==> src/rtl/lpm_pkg.sv <==
package lpm_pkg;

    typedef enum logic [2:0] {
        ST_RUN   = 3'd0,
        ST_DRAIN = 3'd1,
        ST_PDOWN = 3'd2,
        ST_WAKE  = 3'd3,
        ST_IDLE  = 3'd4,
        ST_SLOW  = 3'd5
    } lpm_state_e;

    typedef struct packed {
        lpm_state_e st;
        logic       osc_off;
        logic       keep;
        logic       ctx;
    } lpm_regs_t;

endpackage

==> src/rtl/lpm_wake_timer.sv <==
module lpm_wake_timer #(
    parameter int unsigned FAST_WAKE = 200,
    parameter int unsigned SLOW_WAKE = 4096
) (
    input  logic clk,
    input  logic rst_n,
    input  logic start,
    input  logic active,
    input  logic long_sel,
    output logic done
);
    localparam int unsigned MAXW = (SLOW_WAKE > FAST_WAKE) ? SLOW_WAKE : FAST_WAKE;
    localparam int CW = (MAXW > 2) ? $clog2(MAXW) : 1;
    localparam logic [CW-1:0] FAST_TERM = CW'(FAST_WAKE - 1);
    localparam logic [CW-1:0] SLOW_TERM = CW'(SLOW_WAKE - 1);

    logic [CW-1:0] cnt_d, cnt_q;
    logic [CW-1:0] term;

    always_comb begin
        term  = long_sel ? SLOW_TERM : FAST_TERM;
        cnt_d = cnt_q;
        if (start) begin
            cnt_d = '0;
        end else if (active && cnt_q != term) begin
            cnt_d = cnt_q + 1'b1;
        end
    end

    always_ff @(posedge clk or negedge rst_n) begin
        if (!rst_n) cnt_q <= '0;
        else        cnt_q <= cnt_d;
    end

    assign done = active && (cnt_q == term);

endmodule

==> src/rtl/lpm_slow_div.sv <==
module lpm_slow_div #(
    parameter int DIV_BASE_LOG = 4,
    parameter int DIV_CODE_W   = 2
) (
    input  logic                  clk,
    input  logic                  rst_n,
    input  logic                  start,
    input  logic                  active,
    input  logic [DIV_CODE_W-1:0] code,
    output logic                  tick
);
    localparam int DW = DIV_BASE_LOG + (1 << DIV_CODE_W) - 1;
    localparam logic [DW:0] ONE_W = (DW+1)'(1);

    typedef struct packed {
        logic [DW-1:0]         cnt;
        logic [DIV_CODE_W-1:0] code;
    } div_regs_t;

    div_regs_t r_d, r_q;
    logic [DW:0]   span;
    logic [DW:0]   lim_w;
    logic [DW-1:0] lim;

    always_comb begin
        span  = ONE_W << (DIV_BASE_LOG + int'(r_q.code));
        lim_w = span - ONE_W;
        lim   = lim_w[DW-1:0];
        r_d   = r_q;
        if (start) begin
            r_d.cnt  = '0;
            r_d.code = code;
        end else if (active) begin
            r_d.cnt = (r_q.cnt == lim) ? '0 : r_q.cnt + 1'b1;
        end
    end

    always_ff @(posedge clk or negedge rst_n) begin
        if (!rst_n) r_q <= '0;
        else        r_q <= r_d;
    end

    assign tick = active && (r_q.cnt == lim);

endmodule

==> src/rtl/lpm_seq.sv <==
module lpm_seq
    import lpm_pkg::*;
#(
    parameter int unsigned FAST_WAKE    = 200,
    parameter int unsigned SLOW_WAKE    = 4096,
    parameter int          DIV_BASE_LOG = 4,
    parameter int          DIV_CODE_W   = 2
) (
    input  logic                  clk,
    input  logic                  rst_n,
    input  logic                  pd_pin,
    input  logic                  pd_force,
    input  logic                  wake_req,
    input  logic                  osc_off_cfg,
    input  logic                  keep_ctx_cfg,
    input  logic                  idle_req,
    input  logic                  idle_slow,
    input  logic [DIV_CODE_W-1:0] idle_div,
    input  logic                  irq_pend,
    input  logic                  insn_done,
    input  logic                  dma_req,
    output logic                  core_clk_en,
    output logic                  slow_idle,
    output logic                  pd_ack,
    output logic                  osc_en,
    output logic                  ctx_clear,
    output logic                  dma_allow
);
    localparam lpm_regs_t RESET_REGS = '{st: ST_RUN, osc_off: 1'b0, keep: 1'b1, ctx: 1'b0};

    lpm_regs_t r_d, r_q;
    logic pd_req;
    logic wake_start;
    logic slow_start;
    logic wake_done;
    logic div_tick;

    assign pd_req     = pd_pin | pd_force;
    assign wake_start = (r_q.st == ST_PDOWN) && wake_req;
    assign slow_start = (r_q.st == ST_RUN) && !pd_req && idle_req && idle_slow;

    lpm_wake_timer #(
        .FAST_WAKE (FAST_WAKE),
        .SLOW_WAKE (SLOW_WAKE)
    ) u_wake (
        .clk      (clk),
        .rst_n    (rst_n),
        .start    (wake_start),
        .active   (r_q.st == ST_WAKE),
        .long_sel (r_q.osc_off),
        .done     (wake_done)
    );

    lpm_slow_div #(
        .DIV_BASE_LOG (DIV_BASE_LOG),
        .DIV_CODE_W   (DIV_CODE_W)
    ) u_div (
        .clk    (clk),
        .rst_n  (rst_n),
        .start  (slow_start),
        .active (r_q.st == ST_SLOW),
        .code   (idle_div),
        .tick   (div_tick)
    );

    always_comb begin
        r_d     = r_q;
        r_d.ctx = 1'b0;
        unique case (r_q.st)
            ST_RUN: begin
                if (pd_req) begin
                    r_d.st = ST_DRAIN;
                end else if (idle_req) begin
                    r_d.st = idle_slow ? ST_SLOW : ST_IDLE;
                end
            end
            ST_DRAIN: begin
                if (insn_done) begin
                    r_d.st      = ST_PDOWN;
                    r_d.osc_off = osc_off_cfg;
                    r_d.keep    = keep_ctx_cfg;
                end
            end
            ST_PDOWN: begin
                if (wake_req) r_d.st = ST_WAKE;
            end
            ST_WAKE: begin
                if (wake_done) begin
                    r_d.st  = ST_RUN;
                    r_d.ctx = !r_q.keep;
                end
            end
            ST_IDLE, ST_SLOW: begin
                if (irq_pend) r_d.st = ST_RUN;
            end
            default: r_d.st = ST_RUN;
        endcase
    end

    always_ff @(posedge clk or negedge rst_n) begin
        if (!rst_n) r_q <= RESET_REGS;
        else        r_q <= r_d;
    end

    always_comb begin
        core_clk_en = 1'b0;
        dma_allow   = 1'b0;
        unique case (r_q.st)
            ST_RUN, ST_DRAIN: begin
                core_clk_en = 1'b1;
                dma_allow   = dma_req;
            end
            ST_IDLE: dma_allow = dma_req;
            ST_SLOW: begin
                core_clk_en = div_tick;
                dma_allow   = dma_req;
            end
            default: begin
                core_clk_en = 1'b0;
                dma_allow   = 1'b0;
            end
        endcase
    end

    assign slow_idle = (r_q.st == ST_SLOW);
    assign pd_ack    = (r_q.st == ST_PDOWN);
    assign osc_en    = !((r_q.st == ST_PDOWN) && r_q.osc_off);
    assign ctx_clear = r_q.ctx;

endmodule

==> config.mk <==
export PLATFORM = sky130hd
export DESIGN_NAME = lpm_seq
export DESIGN_NICKNAME = d
export VERILOG_FILES = /design/src/rtl/lpm_pkg.sv /design/src/rtl/lpm_wake_timer.sv /design/src/rtl/lpm_slow_div.sv /design/src/rtl/lpm_seq.sv
export SDC_FILE = /design/constraint.sdc
export NUM_CORES = 1
export LEC_CHECK = 0
export BUFFER_PORTS_ARGS = -buffer_cell sky130_fd_sc_hd__buf_2
export CAP_MARGIN = 20
export CORE_UTILIZATION = 59
export CTS_BUF_LIST = sky130_fd_sc_hd__clkbuf_8
export DETAILED_ROUTE_END_ITERATION = 8
export PLACE_DENSITY_LB_ADDON = 0.2
export REMOVE_ABC_BUFFERS = 1
export SYNTH_ARGS = -nofsm -noshare
export SYNTH_HDL_FRONTEND = slang
export SYNTH_SLANG_ARGS = --single-unit
==> constraint.sdc <==
create_clock -name clk -period 2.3 [get_ports clk]
set_input_delay 0.345 -clock clk [delete_from_list [all_inputs] [get_ports clk]]
set_output_delay 0.345 -clock clk [all_outputs]
set_load 0.02 [all_outputs]
==> run_results.csv, run 1 <==
group,metric,value,unit
status,status,"finished clean",
critical_path,rr_endpoint,"u_wake.cnt_q[7]$_DFFE_PN0P_",
global_routing,grt_use_total,25.1,%
timing,rsz0062_at_grt,"false",
placement,dpl.hpwl,2300,um
synth,synth_flop_cell,"dfrtp_1",
critical_path,crit_arrival,1860,ps
global_routing,grt_max_degree,28,
detailed_routing,wl_per_cell,14.9,um
timing,hold_viol,0,
detailed_routing,antenna_left,0,
layout,diodes,0,
power_and_ir_drop,leakage,0.759,nW
die,io_pins,20,
synth,synth_top_area_share,41.9,%
layout,nets,202,
layout,syn2layout_area_growth,10.5,%
global_routing,grt.met1_usage,33.9,%
die,die_area,2840,sq um
critical_path,worstPathMaxFanout,3,
synth,synth_area_leaders,"dfrtp_1, nand2_1, a21oi_1",
synth,syn_inst,166,
layout,layout.core_utilization,69.2,%
critical_path,r2r_start,"u_wake.cnt_q[0]$_DFFE_PN0P_",
timing,holdWs,65.8,ps
timing,setup_slack,98.1,ps
global_routing,grt_pass1_vias,1101,
global_routing,grtUsageMet2,39.4,%
detailed_routing,dr.pass1.iters,4,
layout,design_area,1710,sq um
synth,ys_async_sr_fraction,100,%
global_routing,grt_busiest_layer,"met2",
critical_path,cp-end-kind,"output port",
global_routing,antenna_found_initial,0,
detailed_routing,via_per_inst,6.05,
power_and_ir_drop,power_density,459,nW/um^2
detailed_routing,drc,0,
timing,finalMaxSlewViolations,0,
timing,period_share,95.7,%
clocking,clockBufferDepth,2,
run,cap_violations,0,
timing,period_minus_slack,2200,ps
synth,netlist_area,1550,sq um
timing,worst_clock_skew,4.38,ps
synth,synth_edf_count,0,
detailed_routing,first_iter_violations,36,
timing,worstMarginPinSlew,613,ps
power_and_ir_drop,total_power,0.786,mW
synth,synth_seq_cells,27,
die,die_w,53.3,um
synth,yosysTopAreaCell,"dfrtp_1",
synth,avgSynthCellArea,9.35,sq um
critical_path,cp-start-kind,"register",
die,coreArea,2480,sq um
layout,drive_above_1_share,23.2,%
timing,tns,0,ps
synth,yosysSeqAreaShare,43.6,%
critical_path,crit_type,"register to output port",
critical_path,crit_required,1960,ps
detailed_routing,num_vias,1301,
clocking,clock_sinks,27,
power_and_ir_drop,vdd_drop_max,0.522,mV
critical_path,reg2reg_depth,6,
clocking,ctsRootBufferMaster,"clkbuf_8",
detailed_routing,routed_wl,3210,um
placement,dpl_worst_slack,300,ps
clocking,numCtsBuffers,3,
critical_path,r2r_slack,310,ps
placement,io_buffers,19,
placement,gp_congestion,0.809,
global_routing,overflow,0,
die,initial_core_util,62.6,%
clocking,path_clk_slew,90,ps
timing,finalSetupViolations,0,
placement,dp.cells,209,
synth,ys_types,44,
die,die_y,53.3,um
global_routing,grt_pass1_wl,5000,um
clocking,cts_hold_buf,0,
clocking,cts_tree,"yes",
die,std_cell_rows,18,
hold_path,hold_path.class,"primary input to async pin",
clocking,clkLatencyLatePin,280,ps
layout,final_cells,215,
placement,place_area,1640,sq um
timing,slew_headroom,59.1,%
clocking,h-tree-depth,1,
synth,yosys_warnings,0,
global_routing,met3_usage,6.90,%
timing,fmax,454,MHz
## how the worst max path moves through the flow
stage / from / end / slack, ps
4_1_cts: u_div.r_q[7]$_DFFE_PN0P_ / core_clk_en / 50
3_3_place_gp: u_div.r_q[7]$_DFFE_PN0P_ / core_clk_en / 410
5_1_grt: u_div.r_q[7]$_DFFE_PN0P_ / core_clk_en / 0.8
6_report: u_div.r_q[7]$_DFFE_PN0P_ / core_clk_en / 100
3_5_place_dp: u_div.r_q[7]$_DFFE_PN0P_ / core_clk_en / 300
2_1_floorplan: u_div.r_q[7]$_DFFE_PN0P_ / core_clk_en / 390
## sequential cells by signal (all words and copies together), names as in the netlist
name / cells
u_wake.cnt_q: 12
ctx_clear: 1
r_q: 5
u_div.r_q: 9
## kinds of logic after synthesis
group	count (synthesis)	synth area share [%]
AO/OA/AOI/OAI	34	14.4
XOR/XNOR	5	2.82
adder cells (fa/ha/maj)	2	1.61
buffers and inverters	8	3.31
flip-flops	27	43.6
multiplexers	8	5.48
AND/OR/NAND/NOR	82	28.8
## worst max-delay path: stages, from the launching register on
cell and delay, ps:
dfrtp_1 410, or3_1 420, nor3_2 160, or3_4 170
nand3_1 80, a21oi_1 190, buf_4 160
## cell usage in the layout, fill, tap and decap left out, types with 5 or more instances in the layout
| cell | Yosys | routed |
|---|---|---|
| o21ai_0 | 7 | 7 |
| buf_2 | 1 | 18 |
| nor2_1 | 15 | 15 |
| xor2_1 | 5 | 5 |
| nand3_1 | 6 | 6 |
| dfrtp_1 | 26 | 26 |
| nand2_1 | 24 | 24 |
| a21oi_1 | 12 | 12 |
| nor3_1 | 6 | 5 |
## metal layers
layer,up-vias,part of all wire (%)
met3,6,5.5
met1,622,45
li1,631,-
met2,42,49
met4,0,0.84
met5,-,0
## power breakdown
part	switching, mW	total (mW)	internal, mW
clock network	0.150	0.271	0.122
logic	0.0201	0.0347	0.0146
registers	0.00308	0.480	0.477
## layout make-up
class	count	area (sq um)
Multi-Input combinational cell	131	833
Fill cell	188	763
Sequential cell	27	677
Timing Repair Buffer	21	113
Clock buffer	3	41.3
Tap cell	30	37.5
Inverter	2	7.51
Clock inverter	1	5.00
## Yosys cell counts, types with 2 or more instances
master     instances
nand3_1            6
ha_1               2
nor3_1             6
nor2_1            15
or4_1              4
xor2_1             5
mux2_2             4
nor2_4             2
nand4_1            4
o21ai_0            7
dfrtp_1           26
o31ai_1            3
and3_1             4
nor2b_1            3
mux2i_1            4
a21oi_1           12
o211ai_1           3
or3_1              5
clkbuf_1           2
o2111ai_1          2
nand2_1           24
## timing repair
action | CTS | global route
setup endpoints to repair | 1 | 1
pin swaps | 0 | 0
resized for setup | 1 | 2
gates cloned | 0 | 0
buffers inserted | 0 | 2
Note: power is estimated with default switching activity, not from simulation.
==> run 2, diff against run 1 <==
BUFFER_PORTS_ARGS = -buffer_cell sky130_fd_sc_hd__buf_4   (was -buffer_cell sky130_fd_sc_hd__buf_2)
==> run 2 against run 1 <==
Die area stayed put. Fmax increased by 0.53%. Clock skew rose by 1.9 ps. Routed wire length increased by 1.7%. Register-to-register slack gained 70 ps. Sequential power about the same. Final area is 2.4% higher. Count of clock-buffer cells in the layout is the same. Combinational power is 21% higher. Sequential cell count unchanged. Worst hold slack better by 240 ps. Critical endpoint unchanged. Highest routed layer unchanged.
==> run_results.csv, run 2 (synthesized netlist as in run 1, its figures left out) <==
group,metric,value,unit
status,status,"finished clean",
timing,worstMarginPinSlew,617,ps
hold_path,hold_path_end,"u_div.r_q[0]$_DFFE_PN0P_",
power_and_ir_drop,vdd_drop_max,0.393,mV
critical_path,cp-end-kind,"output port",
clocking,ctsRootBufferMaster,"clkbuf_8",
timing,tns,0,ps
placement,io_buffers,19,
timing,worst_clock_skew,6.27,ps
die,coreArea,2480,sq um
layout,final_cell_mix,"dfrtp_1, nand2_1, buf_4, nor2_1, a21oi_1",
critical_path,crit_required,1960,ps
global_routing,grt_busiest_layer,"met2",
layout,largest-register,"u_wake.cnt_q",
detailed_routing,drc,0,
timing,fmax,457,MHz
die,initial_core_util,62.6,%
layout,design_area,1760,sq um
die,io_pins,20,
layout,layout.core_utilization,70.9,%
die,die_y,53.3,um
global_routing,overflow,0,
critical_path,worstPathMaxFanout,4,
detailed_routing,dr.pass1.iters,6,
clocking,h-tree-depth,1,
global_routing,grt.met1_usage,32.8,%
detailed_routing,num_vias,1310,
die,std_cell_rows,18,
layout,largest_reg_flops,12,
critical_path,rr_endpoint,"u_wake.cnt_q[7]$_DFFE_PN0P_",
layout,diodes,0,
clocking,path_clk_slew,90,ps
placement,gp_congestion,0.867,
timing,slew_headroom,58.4,%
clocking,cts_tree,"yes",
timing,holdWs,307,ps
timing,hold_viol,0,
critical_path,crit_arrival,1850,ps
critical_path,cp-start-kind,"register",
layout,nets,202,
detailed_routing,routed_wl,3260,um
timing,period_share,95.2,%
critical_path,crit_type,"register to output port",
hold_path,hp-start,"idle_div[0]",
power_and_ir_drop,power_density,445,nW/um^2
power_and_ir_drop,leakage,0.770,nW
critical_path,reg2reg_depth,6,
global_routing,grt_pass1_vias,1155,
timing,setup_slack,110,ps
detailed_routing,wl_per_cell,15.2,um
run,cap_violations,0,
timing,finalSetupViolations,0,
placement,place_area,1700,sq um
global_routing,antenna_found_initial,0,
clocking,cts_setup_buffers,0,
timing,finalMaxSlewViolations,0,
detailed_routing,antenna_left,0,
die,die_w,53.3,um
global_routing,grt_pass1_wl,5130,um
global_routing,grt_use_total,25.1,%
die,die_area,2840,sq um
layout,drive_above_1_share,21.6,%
placement,dpl_worst_slack,385,ps
detailed_routing,via_per_inst,6.09,
clocking,numCtsBuffers,3,
layout,layout.cells.most_common,"dfrtp_1",
layout,num-fill-cells,200,
global_routing,grtUsageMet2,43.1,%
global_routing,grt_max_degree,28,
layout,syn2layout_area_growth,13.1,%
placement,dpl.hpwl,2330,um
hold_path,hold_depth,2,
clocking,clock_sinks,27,
timing,period_minus_slack,2190,ps
critical_path,r2r_slack,380,ps
detailed_routing,first_iter_violations,39,
global_routing,met3_usage,3.45,%
clocking,clkLatencyLatePin,270,ps
hold_path,hold_path.class,"primary input to register",
clocking,clockBufferDepth,2,
layout,top_regs,"u_wake.cnt_q (12), u_div.r_q (9), r_q (5)",
critical_path,r2r_start,"u_wake.cnt_q[0]$_DFFE_PN0P_",
critical_path,critPathLaunch,"u_div.r_q[7]$_DFFE_PN0P_",
## run 2: worst max-delay path, cell delays in order (launching register included)
cell and delay, ps:
dfrtp_1 420, or3_1 400, nor3_1 210, or3_4 190, nand3_1 70, a21oi_1 140, buf_4 160
## run 2: metrics by stage
stage / instances / power (mW)
2_1_floorplan: 160 / 0.500
3_3_place_gp: 210 / 0.528
3_5_place_dp: 210 / 0.530
4_1_cts: 215 / 0.791
5_1_grt: 215 / 0.811
6_report: 215 / 0.781
## run 2: report_power, final
group / switching [mW] / leakage (nW) / internal [mW] / total (mW)
registers: 0.00293 / 0.294 / 0.477 / 0.480
logic: 0.0202 / 0.449 / 0.0217 / 0.0420
clock network: 0.140 / 0.0269 / 0.120 / 0.259
total: 0.163 / 0.770 / 0.618 / 0.781
## run 2: layer usage
metal	wire, um	vias to the layer above
met5	0	-
met4	34	0
met3	135	6
met2	1580	38
met1	1510	631
li1	-	635
## run 2: worst max-delay path by stage
stage	end	slack (ps)
2_1_floorplan	core_clk_en	390
6_report	core_clk_en	110
5_1_grt	core_clk_en	-7
3_3_place_gp	core_clk_en	440
4_1_cts	core_clk_en	100
3_5_place_dp	u_wake.cnt_q[7]$_DFFE_PN0P_	390
## run 2: what timing repair did
item / CTS / global route
endpoints found under the setup margin: 0 / 1
endpoints found under the hold margin: 26 / 0
hold buffers: 1 / 0
resized for setup: 0 / 1
## run 2: area by class of cell
class	instances	area, sq um	share of cell area, %
clock inverter	1	3.75	0.214
sequential	27	677	38.6
multi-input combinational	131	828	47.2
inverter	2	7.51	0.428
clock buffer	3	41.3	2.35
tap	30	37.5	2.14
timing repair buffer	21	160	9.12
